[src/rtl/tsc_pkg.sv]
package tsc_pkg;
    localparam logic [2:0] MODE_TRIGGER = 3'b110;
    localparam logic [2:0] MODE_TRGCLK  = 3'b111;
    localparam logic [2:0] SEL_LINK     = 3'b100;
    localparam logic [2:0] SEL_CH1      = 3'b101;

    typedef enum logic {
        ST_HALT = 1'b0,
        ST_RUN  = 1'b1
    } run_state_t;
endpackage

[src/rtl/tsc_edge_sync.sv]
module tsc_edge_sync #(
    parameter int STAGES = 2
) (
    input  logic clk,
    input  logic rst_n,
    input  logic din,
    input  logic invert,
    output logic rise
);
    logic [STAGES-1:0] sr;
    logic              last;

    always_ff @(posedge clk or negedge rst_n) begin
        if (!rst_n) begin
            sr   <= '0;
            last <= 1'b0;
        end else begin
            sr   <= {sr[STAGES-2:0], din ^ invert};
            last <= sr[STAGES-1];
        end
    end

    assign rise = sr[STAGES-1] & ~last;
endmodule

[src/rtl/tsc_etr_prescaler.sv]
module tsc_etr_prescaler #(
    parameter int SEL_W = 2,
    localparam int PSC_W = (1 << SEL_W) - 1
) (
    input  logic             clk,
    input  logic             rst_n,
    input  logic             edge_in,
    input  logic [SEL_W-1:0] sel,
    output logic             tick
);
    logic [PSC_W-1:0] acc;
    logic [PSC_W-1:0] mask;

    always_comb begin
        mask = PSC_W'((32'd1 << sel) - 32'd1);
        tick = edge_in && ((acc & mask) == mask);
    end

    always_ff @(posedge clk or negedge rst_n) begin
        if (!rst_n)       acc <= '0;
        else if (tick)    acc <= '0;
        else if (edge_in) acc <= acc + PSC_W'(1);
    end
endmodule

[src/rtl/tsc_ctrl_fsm.sv]
module tsc_ctrl_fsm
    import tsc_pkg::*;
(
    input  logic clk,
    input  logic rst_n,
    input  logic trig_edge,
    input  logic trig_mode,
    input  logic trgclk_mode,
    input  logic sw_start,
    input  logic sw_stop,
    input  logic sw_flag_clr,
    output logic cnt_en,
    output logic trig_flag
);
    run_state_t state, state_nx;

    always_comb begin
        state_nx = state;
        unique case (state)
            ST_HALT: if (!sw_stop && (sw_start || (trig_mode && trig_edge)))
                         state_nx = ST_RUN;
            ST_RUN:  if (sw_stop)
                         state_nx = ST_HALT;
        endcase
    end

    always_ff @(posedge clk or negedge rst_n) begin
        if (!rst_n) state <= ST_HALT;
        else        state <= state_nx;
    end

    always_ff @(posedge clk or negedge rst_n) begin
        if (!rst_n)                                        trig_flag <= 1'b0;
        else if (trig_edge && (trig_mode || trgclk_mode))  trig_flag <= 1'b1;
        else if (sw_flag_clr)                              trig_flag <= 1'b0;
    end

    assign cnt_en = (state == ST_RUN);
endmodule

[src/rtl/tim_slave_ctrl.sv]
module tim_slave_ctrl
    import tsc_pkg::*;
#(
    parameter int CNT_W    = 16,
    parameter int SYNC_LEN = 2,
    parameter int DIV_W    = 2
) (
    input  logic             clk,
    input  logic             rst_n,
    input  logic [2:0]       cfg_mode,
    input  logic [2:0]       cfg_trig_sel,
    input  logic             cfg_ext_en,
    input  logic             cfg_ext_inv,
    input  logic [DIV_W-1:0] cfg_ext_div,
    input  logic             cfg_ch1_inv,
    input  logic             sw_start,
    input  logic             sw_stop,
    input  logic             sw_flag_clr,
    input  logic             ch1_in,
    input  logic             xclk_in,
    input  logic             link_in,
    output logic [CNT_W-1:0] count,
    output logic             cnt_en,
    output logic             trig_flag
);
    localparam int N_SRC = 3;

    logic [N_SRC-1:0] raw_in, inv_in, src_rise;
    logic             ext_rise, ch1_rise, link_rise;
    logic             ext_tick, trig_edge, step;

    assign raw_in = {link_in, ch1_in, xclk_in};
    assign inv_in = {1'b0, cfg_ch1_inv, cfg_ext_inv};

    for (genvar g = 0; g < N_SRC; g++) begin : g_sync
        tsc_edge_sync #(.STAGES(SYNC_LEN)) u_sync (
            .clk    (clk),
            .rst_n  (rst_n),
            .din    (raw_in[g]),
            .invert (inv_in[g]),
            .rise   (src_rise[g])
        );
    end

    assign ext_rise  = src_rise[0];
    assign ch1_rise  = src_rise[1];
    assign link_rise = src_rise[2];

    tsc_etr_prescaler #(.SEL_W(DIV_W)) u_psc (
        .clk     (clk),
        .rst_n   (rst_n),
        .edge_in (ext_rise),
        .sel     (cfg_ext_div),
        .tick    (ext_tick)
    );

    always_comb begin
        unique case (cfg_trig_sel)
            SEL_CH1:  trig_edge = ch1_rise;
            SEL_LINK: trig_edge = link_rise;
            default:  trig_edge = 1'b0;
        endcase
    end

    tsc_ctrl_fsm u_fsm (
        .clk         (clk),
        .rst_n       (rst_n),
        .trig_edge   (trig_edge),
        .trig_mode   (cfg_mode == MODE_TRIGGER),
        .trgclk_mode (cfg_mode == MODE_TRGCLK),
        .sw_start    (sw_start),
        .sw_stop     (sw_stop),
        .sw_flag_clr (sw_flag_clr),
        .cnt_en      (cnt_en),
        .trig_flag   (trig_flag)
    );

    always_comb begin
        if (cfg_ext_en)                    step = ext_tick;
        else if (cfg_mode == MODE_TRGCLK)  step = trig_edge;
        else                               step = 1'b1;
    end

    always_ff @(posedge clk or negedge rst_n) begin
        if (!rst_n)              count <= '0;
        else if (cnt_en && step) count <= count + CNT_W'(1);
    end
endmodule

[config.mk]
export PLATFORM = sky130hd
export DESIGN_NAME = tim_slave_ctrl
export DESIGN_NICKNAME = d
export VERILOG_FILES = /design/src/rtl/tsc_pkg.sv /design/src/rtl/tsc_edge_sync.sv /design/src/rtl/tsc_etr_prescaler.sv /design/src/rtl/tsc_ctrl_fsm.sv /design/src/rtl/tim_slave_ctrl.sv
export SDC_FILE = /design/constraint.sdc
export NUM_CORES = 1
export LEC_CHECK = 0
export ABC_AREA = 1
export BUFFER_PORTS_ARGS = -buffer_cell sky130_fd_sc_hd__buf_2
export CAP_MARGIN = 10
export CORE_AREA = 2 2 58 60
export CTS_BUF_LIST = sky130_fd_sc_hd__clkbuf_8
export CTS_CLUSTER_SIZE = 40
export DETAILED_ROUTE_END_ITERATION = 8
export DIE_AREA = 0 0 60 62
export GPL_TIMING_DRIVEN = 0
export PLACE_DENSITY = 0.79
export SLEW_MARGIN = 20
export SYNTH_ARGS = -nofsm -noshare
export SYNTH_HDL_FRONTEND = slang
export SYNTH_HIERARCHICAL = 1
export SYNTH_SLANG_ARGS = --single-unit
export TNS_END_PERCENT = 30
[constraint.sdc]
create_clock -name clk -period 1.7 [get_ports clk]
set_input_delay 0.085 -clock clk [delete_from_list [all_inputs] [get_ports clk]]
set_output_delay 0.085 -clock clk [all_outputs]
set_load 0.1 [all_outputs]
Word-level counts from Yosys, hierarchy flattened

Index checks and enable logic that the tools add are counted.

Register bits: 30
Input bits: 19
Output and inout port bits: 18
Word-level logic and storage cells: 49

Add/subtract/negate cells: 3
Equal/unequal tests: 5
Shift-type cells: 1
Muxes and demuxes: 10
Bitwise operators: 10
Reduce and logical (&&, ||, !) cells: 10

Operators with widths:

| cell                    | count |
|---|---|
| $add A16 B1 Y16 const B | 1 |
| $eq A3 B3 Y1 const B    | 4 |
| $mux W1                 | 6 |
| $mux W3                 | 2 |
| $logic_and A1 B1 Y1     | 5 |
| $not A1 Y1              | 4 |
| $pmux W1 S2             | 2 |
| $reduce_bool A2 Y1      | 2 |
| $add A3 B1 Y3 const B   | 1 |
| $and A1 B1 Y1           | 3 |
| $and A3 B3 Y3           | 1 |
| $eq A3 B3 Y1            | 1 |
| $shl A1 B2 Y3 const A   | 1 |
| $sub A3 B1 Y3 const B   | 1 |
| $logic_or A1 B1 Y1      | 2 |
| $xor A1 B1 Y1           | 2 |
| $logic_not A1 Y1        | 1 |

Logic depth before layout (Yosys ltp)

Depth after elaboration: 8
Mapped depth: 13
Gate-level depth less buffers: 12

Hierarchy

The synthesis kept the hierarchy.

Modules (own cells, without submodules):

| module            | instances | cells each | area an instance (um2) | sequential area each (um2) |
|---|---|---|---|---|
| tim_slave_ctrl    | 1         | 158        | 1,073.5                | 400.4 |
| tsc_edge_sync     | 3         | 10         | 101.3                  | 75.1 |
| tsc_etr_prescaler | 1         | 26         | 182.7                  | 75.1 |
| tsc_ctrl_fsm      | 1         | 9          | 78.8                   | 50.0 |

Least setup slack after synthesis

No wires, ideal clock.

Path kind: register -> register
From: reg count[0]
To: reg count[14]
Library setup time: 120 ps
Data arrival time: 1,965 ps
Data required time: 1,580 ps
Slack: -385 ps
Stages on the path, launching flop included: 9
Buffers on the path: 0
Period minus slack after synthesis: 2,085 ps
Cells stage by stage: dfrtp_1 ha_1 nand3_1 nor2_2 nand3_1 nand2_1 nand2_1 nand2_1 nand2_1

Word-level cells in the longest chain between the ends: 1

RTL lines:

| element                  | line                 | source |
|---|---|---|
| start: declaration       | tim_slave_ctrl.sv:22 | `output logic [CNT_W-1:0] count,` |
| start signal: assignment | tim_slave_ctrl.sv:86 | `else if (cnt_en && step) count <= count + CNT_W'(1);` |
| $add A16 B1 Y16          | tim_slave_ctrl.sv:86 |  |

Every way passes these cells.
A chain may end at the register's enable or synchronous reset.

Worst setup path after layout

From: reg g_sync[0].u_sync.sr[1]
To: reg count[10]

Word-level cells in the longest chain between the ends: 4

RTL lines:

| element                  | line                    | source |
|---|---|---|
| start: declaration       | tsc_edge_sync.sv:10     | `logic [STAGES-1:0] sr;` |
| start signal: assignment | tsc_edge_sync.sv:18     | `sr <= {sr[STAGES-2:0], din ^ invert};` |
| $and A1 B1 Y1            | tsc_edge_sync.sv:23     | `assign rise = sr[STAGES-1] & ~last;` |
| via ext_rise             | tim_slave_ctrl.sv:29    | `logic ext_rise, ch1_rise, link_rise;` |
| $logic_and A1 B1 Y1      | tsc_etr_prescaler.sv:16 | `tick = edge_in && ((acc & mask) == mask);` |
| via ext_tick             | tim_slave_ctrl.sv:30    | `logic ext_tick, trig_edge, step;` |
| $mux W1                  | tim_slave_ctrl.sv:79    | `if (cfg_ext_en) step = ext_tick;` |
| $logic_and A1 B1 Y1      | tim_slave_ctrl.sv:86    |  |

The timed path passes the listed nets, and every way through them passes these cells.

==> results_dict.tcl <==
set metrics [dict create \
    final_nets 293 \
    synth_top_area_cell "dfrtp_1" \
    worstPathArrival_ns 1.77 \
    first_global_vias 1217 \
    worst_pin_slew_ns 0.665 \
    layout_commonest_cell "nand2_1" \
    crit_chain "inv_1 -> nor2_4 -> inv_2 -> a21oi_2 -> nand2_2 -> inv_2 -> inv_1 -> a21boi_2 -> nand2_2 -> inv_4 -> buf_4 -> nand2_1 -> o21ai_0" \
    cts_buffer_depth 2 \
    totalWireLength_mm 3.09 \
    yosysSeqAreaShare_pct 45.8 \
    crit_fanout 5 \
    finalInstanceArea_sq_um 2050 \
    worstReg2RegEnd "count[10]$_DFFE_PN0P_" \
    min_from "link_in" \
    rrSetupSlack_ns 0.12 \
    path_clk_slew_ns 0.06 \
    crit_slowest_cell "dfrtp_1" \
    drt_iter0_drc 78 \
    firstDrtPassIters 4 \
    holdCritPathClass "primary input to register" \
    die-area_sq_um 3720 \
    ir_worst_vdd_mv 1.48 \
    finalMaxSlewViolations 0 \
    post_drt_via_cell_ratio 4.56 \
    num_vias 1455 \
    post-route-period-util_pct 92.8 \
    fin_tns_setup_ns 0 \
    gp_congestion 0.827 \
    status "finished clean" \
    start_util_pct 51.6 \
    rows 21 \
    synth_area_per_cell_sq_um 7.35 \
    grt_max_degree 31 \
    grt_use_total_pct 19.7 \
    final_cells 319 \
    max_cap_violations 0 \
    drive_gt1_share_pct 28.6 \
    worstSetupStartpointType "register" \
    place_area_sq_um 1890 \
    post-place-cells 306 \
    max_slew_margin_pct 55.7 \
    ff2ff_path_depth 13 \
    synth_area_leaders "dfrtp_1, nand2_1, inv_1, nor2_1, xnor2_1" \
    dp_hpwl_mm 2.21 \
    ant_nets 0 \
    syn_inst 223 \
    ys_ff_latch 30 \
    antenna_found_initial 0 \
    grt_pass1_wl_mm 5.25 \
    synth.distinct_cells 23 \
    fin_crit_ns 1.58 \
    syn_to_final_growth_pct 25.0 \
    whs_ns 0.0103 \
    nFillCells 293 \
    ioPinCount 37 \
    cts_buffers 5 \
    slowest_delay_ns 0.34 \
    die_h_um 62 \
    synth.cell_area_sq_um 1640 \
    final_cell_mix "nand2_1, buf_2, inv_1" \
    antennaDiodeCount 0 \
    die_w_um 60 \
    critPathKind "register to register" \
    io_buffers 36 \
    core-area_sq_um 3180 \
    clock_sinks 30 \
    hold_depth 3 \
    htreeDepth 2 \
    clock_skew_ns 0.00547 \
    p_per_area_nw_per_um2 1320 \
    drc_errors 0 \
    hold_viol 0 \
    required_ns 1.89 \
    cts_root_buf "clkbuf_8" \
    rr_startpoint "g_sync[0].u_sync/sr[1]$_DFF_PN0_" \
    min_to "g_sync[2].u_sync/sr[0]$_DFF_PN0_" \
    yosysWarnings 6 \
    grt_overflow 0 \
    tritoncts "done" \
    clk_latency_ns 0.29 \
    setup_violations 0 \
    worstSetupEndpointType "register" \
    p_leak_nw 1.07 \
    fmax_ghz 0.634 \
    yosysTopAreaCellShare_pct 45.8 \
    wl_per_cell_um 9.69 \
]
-- cell families (layout without fill, tap and decap cells) --
kind of cell               after synthesis  after routing  synth area share [%]
buffers and inverters                   35             84                  8.55
DFF                                     30             30                  45.8
and+or+nand+nor                        135            135                  35.1
AOI/OAI and AO/OA                       12             12                  4.50
adders and majority gates                2              2                  1.53
xor gates and xnor gates                 8              8                  4.27
other                                    1              2                 0.229
-- flip-flops by register name, indices dropped and copies added, names as in the netlist --
register	count
count	16
g_sync.u_sync/last	3
g_sync.u_sync/sr	6
u_fsm/cnt_en	1
u_fsm/trig_flag	1
u_psc/acc	3
-- worst max-delay path: cells and delay by family, from the launching register on --
kind | cells | cell delay [ns]
buffers and inverters | 6 | 0.45
and+or+nand+nor | 4 | 0.40
DFF | 1 | 0.34
AOI/OAI and AO/OA | 3 | 0.30
-- through the flow --
step,util (%),total power (W),setup slack [ns]
final,64.4,0.00271,0.123
after global routing,64.4,0.00288,-0.0198
after CTS,63.6,0.00274,0.0478
after detailed placement,59.6,0.00213,-0.110
after global placement,59.6,0.00212,-0.0812
after floorplan,-,0.00192,-0.0402
-- power breakdown --
group	total, W	internal [W]	switching [W]
Sequential	0.00101	0.000855	0.000159
Clock	0.000579	0.000320	0.000259
Combinational	0.00112	0.000236	0.000885
-- repair_timing --
action	in CTS	in global routing
hold buffers	2	0
buffers inserted	1	2
gates resized for setup	4	4
endpoints found under the hold margin	31	0
pin swaps	1	2
endpoints found under the setup margin	15	14
-- area by class of cell --
class	count	area (sq um)	share of cell area [%]
multi-input combinational	159	763	37.3
tap	46	57.6	2.81
clock inverter	2	8.76	0.428
buffer	2	22.5	1.10
inverter	33	126	6.17
sequential	30	764	37.3
clock buffer	6	82.6	4.03
timing repair buffer	41	223	10.9
-- cells in the mapped netlist --
| library cell | n |
|---|---|
| o21ai_2 | 2 |
| a21boi_0 | 1 |
| nand4_1 | 5 |
| buf_2 | 1 |
| a21oi_1 | 1 |
| xnor2_1 | 5 |
| nor2_4 | 3 |
| o21ai_1 | 3 |
| nor2_1 | 22 |
| nor2_2 | 1 |
| ha_1 | 2 |
| nand2_1 | 89 |
| buf_6 | 1 |
| conb_1 | 1 |
| inv_1 | 31 |
| nor3_2 | 1 |
| nand2_2 | 6 |
| inv_2 | 2 |
| a21oi_2 | 1 |
| nand3_1 | 8 |
| dfrtp_1 | 30 |
| xor2_1 | 3 |
| o21ai_0 | 4 |
-- worst max path at each step --
stage,end,slack [ns],startpoint,cells after the start
2_1_floorplan,count[13]$_DFFE_PN0P_,-0.04,count[7]$_DFFE_PN0P_,7
3_3_place_gp,count[5]$_DFFE_PN0P_,-0.08,g_sync[0].u_sync/last$_DFF_PN0_,12
3_5_place_dp,count[13]$_DFFE_PN0P_,-0.11,g_sync[0].u_sync/sr[1]$_DFF_PN0_,13
4_1_cts,count[1]$_DFFE_PN0P_,0.05,g_sync[0].u_sync/last$_DFF_PN0_,12
5_1_grt,count[14]$_DFFE_PN0P_,-0.02,g_sync[0].u_sync/sr[1]$_DFF_PN0_,13
6_report,count[10]$_DFFE_PN0P_,0.12,g_sync[0].u_sync/sr[1]$_DFF_PN0_,13
-- routing by layer --
metal  global-route usage [%]  share of wire, %
met2                     30.1                45
met3                     4.97               4.7
met4                     11.4               2.6
met1                     25.6                48
met5                        0                 0
Power figures use the tool's default switching activity.
